### src/rtl/dfll_ctl_pkg.sv
package dfll_ctl_pkg;

    typedef enum logic [1:0] {
        ST_SETTLE = 2'd0,
        ST_COARSE = 2'd1,
        ST_FINE   = 2'd2,
        ST_HOLD   = 2'd3
    } ctl_state_e;

    // True in the final cycle of an interval of lim cycles (lim 0 acts as 1).
    function automatic logic at_limit(input logic [31:0] cnt, input logic [31:0] lim);
        return (cnt + 32'd1) >= lim;
    endfunction

endpackage

### src/rtl/lock_timer.sv
module lock_timer
    import dfll_ctl_pkg::*;
#(
    parameter int W = 16
) (
    input  logic         clk,
    input  logic         rst,
    input  logic         clr,
    input  logic [W-1:0] limit,
    output logic         last
);
    logic [W-1:0] cnt;

    always_ff @(posedge clk) begin
        if (rst || clr) cnt <= '0;
        else            cnt <= cnt + 1'b1;
    end

    assign last = at_limit(32'(cnt), 32'(limit));
endmodule

### src/rtl/sar_stepper.sv
module sar_stepper #(
    parameter int W     = 8,
    parameter int IDX_W = 3
) (
    input  logic [W-1:0]     word,
    input  logic [IDX_W-1:0] idx,
    input  logic             above,
    input  logic             below,
    output logic [W-1:0]     nxt_word,
    output logic [IDX_W-1:0] nxt_idx,
    output logic             done
);
    always_comb begin
        nxt_word = word;
        nxt_idx  = idx;
        done     = 1'b0;
        if (!above && !below) begin
            done = 1'b1;
        end else begin
            if (above) nxt_word[idx] = 1'b0;
            if (idx == '0) begin
                done = 1'b1;
            end else begin
                nxt_idx = idx - 1'b1;
                nxt_word[idx - 1'b1] = 1'b1;
            end
        end
    end
endmodule

### src/rtl/lin_stepper.sv
module lin_stepper #(
    parameter int W         = 8,
    parameter int STEP_W    = 8,
    parameter int MAX_STEPS = 255
) (
    input  logic [W-1:0]      word,
    input  logic              mid,
    input  logic              prev_mid,
    input  logic              first,
    input  logic [STEP_W-1:0] steps,
    output logic [W-1:0]      nxt_word,
    output logic              locked,
    output logic              fail
);
    localparam logic [STEP_W-1:0] STEP_LIM = STEP_W'(MAX_STEPS);
    localparam logic [W-1:0]      TOP_CODE = '1;

    always_comb begin
        nxt_word = word;
        locked   = !first && (mid != prev_mid);
        fail     = 1'b0;
        if (!locked) begin
            if (steps >= STEP_LIM) begin
                fail = 1'b1;
            end else if (mid) begin
                if (word == '0) fail = 1'b1;
                else            nxt_word = word - 1'b1;
            end else begin
                if (word == TOP_CODE) fail = 1'b1;
                else                  nxt_word = word + 1'b1;
            end
        end
    end
endmodule

### src/rtl/dfll_lock_ctrl.sv
module dfll_lock_ctrl
    import dfll_ctl_pkg::*;
#(
    parameter int WORD_W    = 8,
    parameter int SETTLE_W  = 16,
    parameter int PERIOD_W  = 16,
    parameter int MAX_STEPS = 255
) (
    input  logic                clk,
    input  logic                rst,
    input  logic [SETTLE_W-1:0] settle_len,
    input  logic [PERIOD_W-1:0] period_len,
    input  logic                cmp_above,
    input  logic                cmp_below,
    input  logic                cmp_mid,
    output logic [WORD_W-1:0]   dco_word,
    output logic                div_en,
    output logic                cmp_en,
    output logic                lock_done,
    output logic                lock_fail
);
    localparam int IDX_W  = (WORD_W > 1) ? $clog2(WORD_W) : 1;
    localparam int STEP_W = $clog2(MAX_STEPS + 1);
    localparam int TMR_W  = (SETTLE_W > PERIOD_W) ? SETTLE_W : PERIOD_W;
    localparam logic [WORD_W-1:0] MID_CODE = WORD_W'(1) << (WORD_W - 1);
    localparam logic [IDX_W-1:0]  TOP_IDX  = IDX_W'(WORD_W - 1);

    ctl_state_e          state;
    logic [WORD_W-1:0]   word;
    logic [IDX_W-1:0]    idx;
    logic                need_coarse;
    logic                first;
    logic                prev_mid;
    logic [STEP_W-1:0]   steps;
    logic                fail_q;
    logic [SETTLE_W-1:0] settle_q;
    logic [PERIOD_W-1:0] period_q;

    logic [TMR_W-1:0]  tmr_limit;
    logic              tmr_last;
    logic              tmr_clr;
    logic [WORD_W-1:0] sar_word;
    logic [IDX_W-1:0]  sar_idx;
    logic              sar_done;
    logic [WORD_W-1:0] lin_word;
    logic              lin_locked;
    logic              lin_fail;

    assign tmr_limit = (state == ST_HOLD) ? TMR_W'(period_q) : TMR_W'(settle_q);
    assign tmr_clr   = (state == ST_COARSE) || (state == ST_FINE) || tmr_last;

    lock_timer #(.W(TMR_W)) u_timer (
        .clk   (clk),
        .rst   (rst),
        .clr   (tmr_clr),
        .limit (tmr_limit),
        .last  (tmr_last)
    );

    sar_stepper #(.W(WORD_W), .IDX_W(IDX_W)) u_sar (
        .word     (word),
        .idx      (idx),
        .above    (cmp_above),
        .below    (cmp_below),
        .nxt_word (sar_word),
        .nxt_idx  (sar_idx),
        .done     (sar_done)
    );

    lin_stepper #(.W(WORD_W), .STEP_W(STEP_W), .MAX_STEPS(MAX_STEPS)) u_lin (
        .word     (word),
        .mid      (cmp_mid),
        .prev_mid (prev_mid),
        .first    (first),
        .steps    (steps),
        .nxt_word (lin_word),
        .locked   (lin_locked),
        .fail     (lin_fail)
    );

    always_ff @(posedge clk) begin
        if (rst) begin
            state       <= ST_SETTLE;
            word        <= MID_CODE;
            idx         <= TOP_IDX;
            need_coarse <= 1'b1;
            first       <= 1'b1;
            prev_mid    <= 1'b0;
            steps       <= '0;
            fail_q      <= 1'b0;
            settle_q    <= settle_len;
            period_q    <= period_len;
        end else begin
            case (state)
                ST_SETTLE: begin
                    if (tmr_last) begin
                        first <= 1'b1;
                        steps <= '0;
                        if (need_coarse) begin
                            state <= ST_COARSE;
                            word  <= MID_CODE;
                            idx   <= TOP_IDX;
                        end else begin
                            state <= ST_FINE;
                        end
                    end
                end
                ST_COARSE: begin
                    word <= sar_word;
                    idx  <= sar_idx;
                    if (sar_done) begin
                        state <= ST_FINE;
                        first <= 1'b1;
                        steps <= '0;
                    end
                end
                ST_FINE: begin
                    if (lin_locked) begin
                        state       <= ST_HOLD;
                        need_coarse <= 1'b0;
                    end else if (lin_fail) begin
                        state  <= ST_COARSE;
                        word   <= MID_CODE;
                        idx    <= TOP_IDX;
                        fail_q <= 1'b1;
                    end else begin
                        word     <= lin_word;
                        first    <= 1'b0;
                        prev_mid <= cmp_mid;
                        steps    <= steps + 1'b1;
                    end
                end
                default: begin
                    if (tmr_last) state <= ST_SETTLE;
                end
            endcase
        end
    end

    logic loop_on;
    assign loop_on   = !rst && ((state == ST_COARSE) || (state == ST_FINE) ||
                                ((state == ST_SETTLE) && tmr_last));
    assign div_en    = loop_on;
    assign cmp_en    = loop_on;
    assign lock_done = (state == ST_HOLD);
    assign lock_fail = fail_q;
    assign dco_word  = word;

    // word frozen while open-loop
    p_word_frozen_r5: assert property (@(posedge clk) disable iff (rst)
        (lock_done && $past(lock_done)) |-> $stable(dco_word));

    // divider and comparators off while open-loop
    p_gates_off_r5: assert property (@(posedge clk) disable iff (rst)
        lock_done |-> (!div_en && !cmp_en));

    // one-code search moves the word by at most one code per cycle
    p_fine_step_r4: assert property (@(posedge clk) disable iff (rst)
        ((state == ST_FINE) && ($past(state) == ST_FINE)) |->
            ($stable(dco_word) || (dco_word == $past(dco_word) + 1'b1) ||
             (dco_word == $past(dco_word) - 1'b1)));

    // failure flag is sticky
    p_fail_sticky_r7: assert property (@(posedge clk) disable iff (rst)
        $past(lock_fail) |-> lock_fail);

    // relock skips the binary phase
    p_relock_fine_only_r6: assert property (@(posedge clk) disable iff (rst)
        ((state == ST_SETTLE) && tmr_last && !need_coarse) |=> (state == ST_FINE));

    // enables rise only out of the settle interval
    p_enable_after_settle_r2: assert property (@(posedge clk) disable iff (rst)
        $rose(div_en) |-> (state == ST_SETTLE));
endmodule

### config.mk
export PLATFORM = sky130hd
export DESIGN_NAME = dfll_lock_ctrl
export DESIGN_NICKNAME = d
export VERILOG_FILES = /design/src/rtl/dfll_ctl_pkg.sv /design/src/rtl/lock_timer.sv /design/src/rtl/sar_stepper.sv /design/src/rtl/lin_stepper.sv /design/src/rtl/dfll_lock_ctrl.sv
export SDC_FILE = /design/constraint.sdc
export NUM_CORES = 1
export LEC_CHECK = 0
export ABC_AREA = 1
export BUFFER_PORTS_ARGS = -buffer_cell sky130_fd_sc_hd__buf_2
export CELL_PAD_IN_SITES_DETAIL_PLACEMENT = 1
export CELL_PAD_IN_SITES_GLOBAL_PLACEMENT = 1
export CORE_ASPECT_RATIO = 0.7
export CORE_MARGIN = 2
export CORE_UTILIZATION = 43
export CTS_CLUSTER_SIZE = 16
export DETAILED_ROUTE_END_ITERATION = 6
export PLACE_DENSITY = 0.81
export SYNTH_ARGS = -nofsm -noshare
export SYNTH_HDL_FRONTEND = slang
export SYNTH_HIERARCHICAL = 1
export SYNTH_SLANG_ARGS = --single-unit
### constraint.sdc
create_clock -name clk -period 3.55 [get_ports clk]
set_input_delay 0.1775 -clock clk [delete_from_list [all_inputs] [get_ports clk]]
set_output_delay 0.1775 -clock clk [all_outputs]
set_load 0.01 [all_outputs]
==> run summary, run 1 <==
run status = completed
Rows = 32
largest net degree at the start of global routing = 35
CP Data Required Time = 3370 ps
most numerous cell in the Yosys netlist = nand2_1
violation count after the first detailed-route iteration = 269
Core Area = 0.0111 mm2
hold path depth = 1
layout cells sized above 1 = 16.6%
Post-Synthesis Net Count = 764
measured slew at the worst slew-check pin = 550 ps
worst path arrival time = 3060 ps
CTS H-tree lvls = 3
diodes inserted = 0
synth top area cells = edfxtp_1 (20%), nand2_1 (19%), dfxtp_1 (17%)
CTS Sinks = 73
hold_ws = 5.44 ps
flops & latches, synth = 73
Primary FF master, synth = dfxtp_1
clk root buf = clkbuf_16
vias = 4569
die footprint = 0.0122 mm2
first drt pass iteration count = 5
wire length of the first global-routing pass = 22700 um
Pwr Density = 353 mW/mm2
Setup WS post-layout = 314 ps
Setup CP Type = flop to output pin
Hold Crit Class = input pin to flop
fmax = 0.309 GHz
Slew headroom = 63.3%
Final Setup Violations = 0
DP Cell Count = 888
Final Hold Fails = 0
syn avg cell area = 6.98 um2
top cells by count, synth = nand2_1 (249), nor2_1 (90), inv_1 (84)
critical path fanouts, max = 5
RSZ-0062 raised after global routing = false
Final #Nets = 824
Pleak = 2.88 nW
antenna violations before repair = 0
Post-Synthesis Cells = 698
maximum root-to-sink buffer count = 2
register area share after synthesis = 36.6%
crit path time final = 3240 ps
FF-to-FF End = steps[6]
Slew Limit Fails = 0
CTS clk-pin slew, worst paths = 60 ps
share of the synthesized area in the top cell type = 19.7%
die height = 93.1 um
vias in the first global route = 4594
routed wire length = 14100 um
Final Cycle Share = 91.2%
Synth Cell Area = 0.00487 mm2
Clk Latency, worst-skew pair = 340 ps
starting density of the core = 44.1%
Synth cell types = 36
Finished Layout Cells = 916
Placement Setup Slack = 344 ps
placer congestion estimate = 0.931
Worst R2R Path Depth = 22
DR vias/cell = 4.99
CTS buffer count = 9
# IOs = 49
area growth from synthesis to layout = 16.8%
placed wire-length estimate = 10400 um
RR Startpoint = u_timer/cnt[0]
Layout Utilization = 51.5%
CTS tree = built
Fillers = 1468
Clock Skews = 10.1 ps
DRC = 0
average wire per standard cell = 15.4 um
Die Wd = 131 um
grt total ovfl = 0
Max-Cap Viols = 0
hold wc startpoint = period_len[3]
worst hold endpoint = period_q[3]
Worst Setup Start Kind = flop
ys async rst share = 0%
area leader, netlist = edfxtp_1
Yosys warning count = 6
crit end category = output pin
EDFF count, synth = 32
Global Route Usage Sum = 23.4%
setup TNS = 0 ps
R2R setup slack = 340 ps
Final ANT Viol Nets = 0
count of input and output buffers = 48
Worst VDD drop = 201 uV
flip-flops by register name, indices dropped and copies added, names as in the netlist, 2 cells and up:
register / count
u_timer/cnt: 16
steps: 8
settle_q: 16
idx: 3
period_q: 16
dco_word: 8
state: 2
power by group:
part | switching [mW] | leakage, nW | internal, mW | total [mW]
clock | 0.394 | 0.144 | 0.551 | 0.944
combinational | 0.0881 | 2.09 | 0.0548 | 0.143
sequential | 0.0121 | 0.644 | 0.912 | 0.924
final cells by class:
type | instances | area (um2) | area share [%]
inverter | 94 | 368 | 6.46
timing repair buffer | 62 | 380 | 6.68
tap | 153 | 191 | 3.36
sequential | 73 | 1780 | 31.3
multi-input combinational | 518 | 2670 | 46.9
clock buffer | 9 | 225 | 3.96
clock inverter | 7 | 76.3 | 1.34
per-layer routing:
metal  vias to the layer above  track usage, %  share of wire (%)
li1                       2295               -                  -
met1                      2157            32.9                 50
met4                         0            6.25                1.0
met5                         -               0                  0
met2                        99            37.2                 45
met3                        18            4.12                4.2
kinds of logic (layout without fill, tap and decap cells):
kind of cell	count (synthesis)	in the layout	synth area share, %
AO/OA/AOI/OAI	47	47	5.16
AND/OR/NAND/NOR	432	432	39.8
adder cells (fa/ha/maj)	29	29	7.44
buffers and inverters	107	172	9.09
XOR/XNOR	10	10	1.95
flip-flops	73	73	36.6
per-stage QoR:
stage	cell area (um2)	total power, mW
floorplan	4870	1.01
global placement	5250	1.07
detailed placement	5250	1.08
CTS	5610	2.02
global route	5690	2.08
finish	5690	2.01
cell usage in the layout, fill, tap and decap left out, types with 2 or more instances in the layout:
cell type,instances
a21oi_1,24
buf_2,48
buf_4,4
clkbuf_16,9
dfxtp_1,41
dlygate4sd3_1,9
edfxtp_1,32
ha_1,28
inv_1,84
inv_2,8
inv_6,3
nand2_1,249
nand2_2,13
nand2_4,3
nand2_8,2
nand3_1,35
nand3_2,3
nand3b_1,5
nand4_1,3
nor2_1,89
nor2_2,11
nor2_4,8
nor2_8,2
nor3_1,5
nor3_2,2
o211ai_1,4
o21ai_0,9
o21ai_1,6
xor2_1,9
worst max path at each step:
| stage | from | endpoint | slack (ps) |
|---|---|---|---|
| 2_1_floorplan | state[0] | steps[4] | 800 |
| 3_5_place_dp | u_timer/cnt[0] | steps[3] | 340 |
| 4_1_cts | u_timer/cnt[0] | div_en | 160 |
| 5_1_grt | u_timer/cnt[0] | steps[6] | 10 |
| 6_report | u_timer/cnt[0] | div_en | 310 |
| 3_3_place_gp | u_timer/cnt[0] | steps[3] | 540 |
what timing repair did:
item,CTS,global route
endpoints found under the hold margin,6,3
hold buffers,6,3
buffers inserted,0,3
setup endpoints to repair,0,30
gates resized for setup,0,5
worst max-delay path: stages (launching register included):
cell     delay, ps
dfxtp_1        410
ha_2           240
nand3_2        140
nor2_2         180
nand3_1        110
xor2_1         220
inv_1           90
ha_1           300
nand2_1         60
inv_1           90
nand2_1         60
nor2_1         100
nand2_1         60
nand3_1         60
nand2_1         50
nand3_1         80
nand2_1         70
a21oi_2        210
buf_2          170
No activity file was read; power rests on OpenSTA's default activity.
==> run 2, diff against run 1 <==
- REMOVE_ABC_BUFFERS: not set -> 1
==> run 2 against run 1 <==
Against the previous run: setup slack lost 110 ps; first-iteration DRC count decreased by 10%; hold slack improved by 5.1 ps; wire length shrank 0.64%; total power decreased by 5.1%; register-to-register slack got worse by 120 ps; sequential share of layout area fell by 0.075 points; sequential power about the same; combinational power is essentially flat; critical path type unchanged; global-route usage increased by 0.70 points; largest power group is now registers; clock power fell by 11%.
==> run summary, run 2 (synthesis gave the netlist of run 1 again) <==
run status = completed
Pwr Density = 334 mW/mm2
grt total ovfl = 0
Rows = 32
Fillers = 1442
die footprint = 0.0122 mm2
CP endpoint = div_en
Clock Skews = 9.04 ps
Pleak = 2.87 nW
routed wire length = 14000 um
CTS Sinks = 73
CTS buffer count = 9
critical path fanouts, max = 5
setup TNS = 0 ps
CTS clk-pin slew, worst paths = 60 ps
hold_ws = 10.6 ps
placer congestion estimate = 0.876
Clk Latency, worst-skew pair = 340 ps
layout cells sized above 1 = 16.8%
Core Area = 0.0111 mm2
wire length of the first global-routing pass = 23300 um
Setup CP Type = flop to output pin
uppermost routed layer = met4
violation count after the first detailed-route iteration = 242
CTS tree = built
Top delay family on crit path = simple AND/OR/NAND/NOR gates
CP Data Required Time = 3370 ps
R2R setup slack = 220 ps
vias = 4581
routed wl met3 = 613 um
antenna violations before repair = 0
maximum root-to-sink buffer count = 2
diodes inserted = 0
Layout Utilization = 51.6%
Final Hold Fails = 0
Worst R2R Path Depth = 22
Power, Total = 1.91 mW
commonest non-fill, non-tap cells in the layout = nand2_1 (248), nor2_1 (89), inv_1 (84), buf_2 (48), dfxtp_1 (41)
clk root buf = clkbuf_16
FF-to-FF End = steps[5]
Hold Crit Class = input pin to flop
Worst VDD drop = 209 uV
Final Setup Violations = 0
starting density of the core = 44.1%
count of input and output buffers = 48
Max stage delay on crit path = 390 ps
# IOs = 49
DRC = 0
placed wire-length estimate = 10700 um
Max-Cap Viols = 0
worst path arrival time = 3170 ps
CP Buf/Inv Count = 3
M1 WL = 7230 um
Global Route Usage Sum = 24.1%
crit end category = output pin
crit path time final = 3350 ps
Worst Setup Start Kind = flop
Final #Nets = 828
most common cell after layout, fill and taps aside = nand2_1
area growth from synthesis to layout = 17.0%
die height = 93.1 um
CP max stage cell = dfxtp_1
top flop regs = period_q: 16 flops, settle_q: 16 flops, u_timer/cnt: 16 flops
fmax = 0.299 GHz
Final Cycle Share = 94.3%
first drt pass iteration count = 4
Final ANT Viol Nets = 0
average wire per standard cell = 15.3 um
most used cell, CP = nand2_1
DR vias/cell = 4.98
Die Wd = 131 um
worst-path cell chain = ha_1, nand3_2, nor2_4, nand3_1, xor2_1, inv_1, ha_1, nand2_1, inv_1, nand2_1, nor2_1, nand2_1, nand3_1, nand2_1, nand3_1, nand2_1, a21oi_2, buf_2
CTS H-tree lvls = 3
vias in the first global route = 4815
RR Startpoint = u_timer/cnt[0]
met2 wire length = 6040 um
Setup crit start = u_timer/cnt[0]
Slew headroom = 63.9%
largest net degree at the start of global routing = 25
Slew Limit Fails = 0
WP depth = 18
measured slew at the worst slew-check pin = 540 ps
run 2: report_power, final:
group          total [mW]  switching, mW  internal, mW
Sequential          0.926         0.0132         0.913
Combinational       0.141         0.0844        0.0564
Clock               0.841          0.371         0.470
Total                1.91          0.469          1.44
run 2: worst reg2reg max path: cells and delay by family, from the launching register on:
family	cells	cell delay, ps
flip-flops	1	390
adder cells (fa/ha/maj)	2	540
buffers and inverters	3	250
AND/OR/NAND/NOR	16	1820
XOR/XNOR	1	210
run 2: area by class of cell:
| cell class | count | area (um2) | area share, % |
|---|---|---|---|
| timing repair buffer | 65 | 398 | 6.97 |
| inverter | 94 | 368 | 6.45 |
| multi-input combinational | 519 | 2700 | 47.2 |
| tap | 153 | 191 | 3.36 |
| sequential | 73 | 1780 | 31.2 |
| clock inverter | 7 | 46.3 | 0.811 |
| clock buffer | 9 | 225 | 3.95 |
run 2: layer usage:
| layer | vias up | track usage [%] |
|---|---|---|
| met4 | 0 | 6.61 |
| met5 | - | 0 |
| met3 | 16 | 4.50 |
| met1 | 2161 | 33.9 |
| li1 | 2306 | - |
| met2 | 98 | 38.1 |
run 2: metrics by stage:
| step | area [um2] | setup WS, ps | cells |
|---|---|---|---|
| finish | 5710 | 204 | 920 |
| global route | 5710 | -62.0 | 920 |
| CTS | 5620 | 113 | 915 |
| detailed placement | 5260 | 149 | 890 |
| global placement | 5260 | 383 | 890 |
| floorplan | 4800 | 772 | 685 |
run 2: how the worst min path moves through the flow:
stage | from | endpoint | cells past startpoint
2_1_floorplan | rst | dco_word[0] | 1
3_3_place_gp | period_len[12] | period_q[12] | 1
3_5_place_dp | settle_len[8] | settle_q[8] | 1
4_1_cts | period_len[11] | period_q[11] | 1
5_1_grt | settle_len[11] | settle_q[11] | 1
6_report | settle_len[3] | settle_q[3] | 1
run 2: what timing repair did:
item                                   CTS  global route
setup endpoints to repair                0            26
setup buffers                            0             1
gates resized for setup                  0             9
hold buffers                             9             3
endpoints found under the hold margin    9             3
==> run 3, diff against run 2 <==
--- a/config.mk
+++ b/config.mk
@@ -14,2 +14,3 @@
 export CORE_UTILIZATION = 43
+export CTS_CLUSTER_DIAMETER = 120
 export CTS_CLUSTER_SIZE = 16
--- a/constraint.sdc
+++ b/constraint.sdc
@@ -3,2 +3,2 @@
 set_output_delay 0.1775 -clock clk [all_outputs]
-set_load 0.01 [all_outputs]
+set_load 0.02 [all_outputs]
==> run 3 against run 2 <==
Against the previous run: setup slack improved by 4.1 ps; critical endpoint is now u_timer/cnt[2]; largest power group is now the clock network; first-iteration DRC count grew 7.4%; highest routed layer unchanged; sequential share of layout area fell by 0.075 points; largest cell class unchanged.
==> run summary, run 3 (synthesis gave the netlist of run 1 again) <==
hold wc startpoint = settle_len[13]
area growth from synthesis to layout = 17.3%
Rows = 32
Reg area = 0.00178 mm2
Final #Nets = 824
Placement Cell Area = 0.00526 mm2
fmax = 0.299 GHz
diodes inserted = 0
measured slew at the worst slew-check pin = 767 ps
hold path depth = 1
Final Setup Violations = 0
layout cells sized above 1 = 16.8%
FF-to-FF End = u_timer/cnt[2]
placer congestion estimate = 0.866
wire length of the first global-routing pass = 23400 um
first drt pass iteration count = 5
CP Data Required Time = 3770 ps
DRC = 0
Setup WS post-layout = 208 ps
average wire per standard cell = 15.8 um
final instance area = 0.00572 mm2
Worst R2R Path Depth = 20
Slew headroom = 48.9%
maximum root-to-sink buffer count = 2
R2R setup slack = 210 ps
CTS clk-pin slew, worst paths = 60 ps
multi-input logic area = 0.00267 mm2
Fillers = 1471
Clock Skews = 10.2 ps
commonest non-fill, non-tap cells in the layout = nand2_1 (249), nor2_1 (89), inv_1 (84), buf_2 (48), dfxtp_1 (41)
Core Area = 0.0111 mm2
setup TNS = 0 ps
Worst Setup Start Kind = flop
Hold Crit Class = input pin to flop
worst hold endpoint = settle_q[13]
critical path fanouts, max = 15
Final ANT Viol Nets = 0
Worst VDD drop = 217 uV
crit path time final = 3340 ps
routed wire length = 14500 um
count of input and output buffers = 48
run status = completed
clk root buf = clkbuf_16
vias = 4549
largest net degree at the start of global routing = 34
starting density of the core = 44.1%
CTS H-tree lvls = 3
RR Startpoint = u_timer/cnt[0]
violation count after the first detailed-route iteration = 260
crit end category = flop
Final Hold Fails = 0
Pwr Density = 365 mW/mm2
die height = 93.1 um
Clk Latency, worst-skew pair = 340 ps
vias in the first global route = 4754
DR vias/cell = 4.97
Layout Utilization = 51.8%
Global Route Usage Sum = 24.1%
Setup CP Type = flop to flop
Pleak = 2.90 nW
Slew Limit Fails = 0
die footprint = 0.0122 mm2
Final Cycle Share = 94.1%
Placement Setup Slack = 234 ps
Max-Cap Viols = 0
worst path arrival time = 3560 ps
top flop regs = period_q: 16 flops, settle_q: 16 flops, u_timer/cnt: 16 flops
antenna violations before repair = 0
CTS Sinks = 73
placed wire-length estimate = 10800 um
CTS tree = built
CTS buffer count = 9
grt total ovfl = 0
Die Wd = 131 um
most common cell after layout, fill and taps aside = nand2_1
# IOs = 49
## run 3: changes by cell type in the layout (fill, tap and decap cells not counted), sizes merged
cell / previous run / this run
clkinvlp: 4 / 1
clkbuf: 9 / 12
nor2: 111 / 110
clkinv: 3 / 1
dlygate4sd3: 12 / 7
buf: 53 / 55
bufinv: 0 / 2
## run 3: worst max-delay path by stage
stage                    from  depth (start not counted)  slack, ps              to
2_1_floorplan        state[0]                         16        660          cmp_en
3_3_place_gp   u_timer/cnt[0]                         22        370        steps[3]
3_5_place_dp   u_timer/cnt[0]                         22        230        steps[6]
4_1_cts        u_timer/cnt[0]                         18        120          cmp_en
5_1_grt        u_timer/cnt[0]                         18        -40  u_timer/cnt[2]
6_report       u_timer/cnt[0]                         20        210  u_timer/cnt[2]
## run 3: per-stage QoR
| step | hold slack, ps | cells | total power, mW |
|---|---|---|---|
| 2_1_floorplan | 247 | 685 | 1.01 |
| 3_3_place_gp | 354 | 890 | 1.07 |
| 3_5_place_dp | 356 | 890 | 1.08 |
| 4_1_cts | 1.21 | 913 | 2.10 |
| 5_1_grt | 0.205 | 916 | 2.15 |
| 6_report | 11.0 | 916 | 2.08 |
## run 3: per-layer routing
layer  vias to the layer above  wire [um]  GRT usage (%)
met2                        77       6350           38.4
met5                         -          0              0
met4                         0        122           4.98
li1                       2299          -              -
met3                        12        525           5.37
met1                      2161       7500           33.9
## run 3: cell type report
cell class | count | area share [%]
Sequential cell | 73 | 31.2
Inverter | 94 | 6.43
Clock inverter | 4 | 1.29
Multi-Input combinational cell | 518 | 46.7
Clock buffer | 12 | 4.51
Timing Repair Buffer | 62 | 6.56
Tap cell | 153 | 3.35
## run 3: where the power goes
part	total, mW	switching [mW]	internal, mW
combinational	0.142	0.0882	0.0539
clock	1.02	0.357	0.659
sequential	0.927	0.0140	0.913
total	2.08	0.459	1.63
## run 3: worst max-delay path, cell delays in order, from the launching register on
cell and delay (ps):
dfxtp_1 410, ha_2 260, nand3_2 140, nor3_1 340, nand4_1 140, nand2_1 120, inv_1 50, ha_1 290
nand2_1 80, nand2_1 70, nand2_1 60, nand2_1 50, nand2_1 50, nand3_1 60, nand2_1 70, nand3_1 90
inv_1 110, nand2_1 60, nor2_1 140, inv_1 280, nor3_1 350
## run 3: what timing repair did
item / in CTS / in global routing
hold endpoints to repair: 7 / 0
buffers inserted: 0 / 3
gates resized for setup: 0 / 6
hold buffers: 7 / 0
endpoints found under the setup margin: 0 / 28
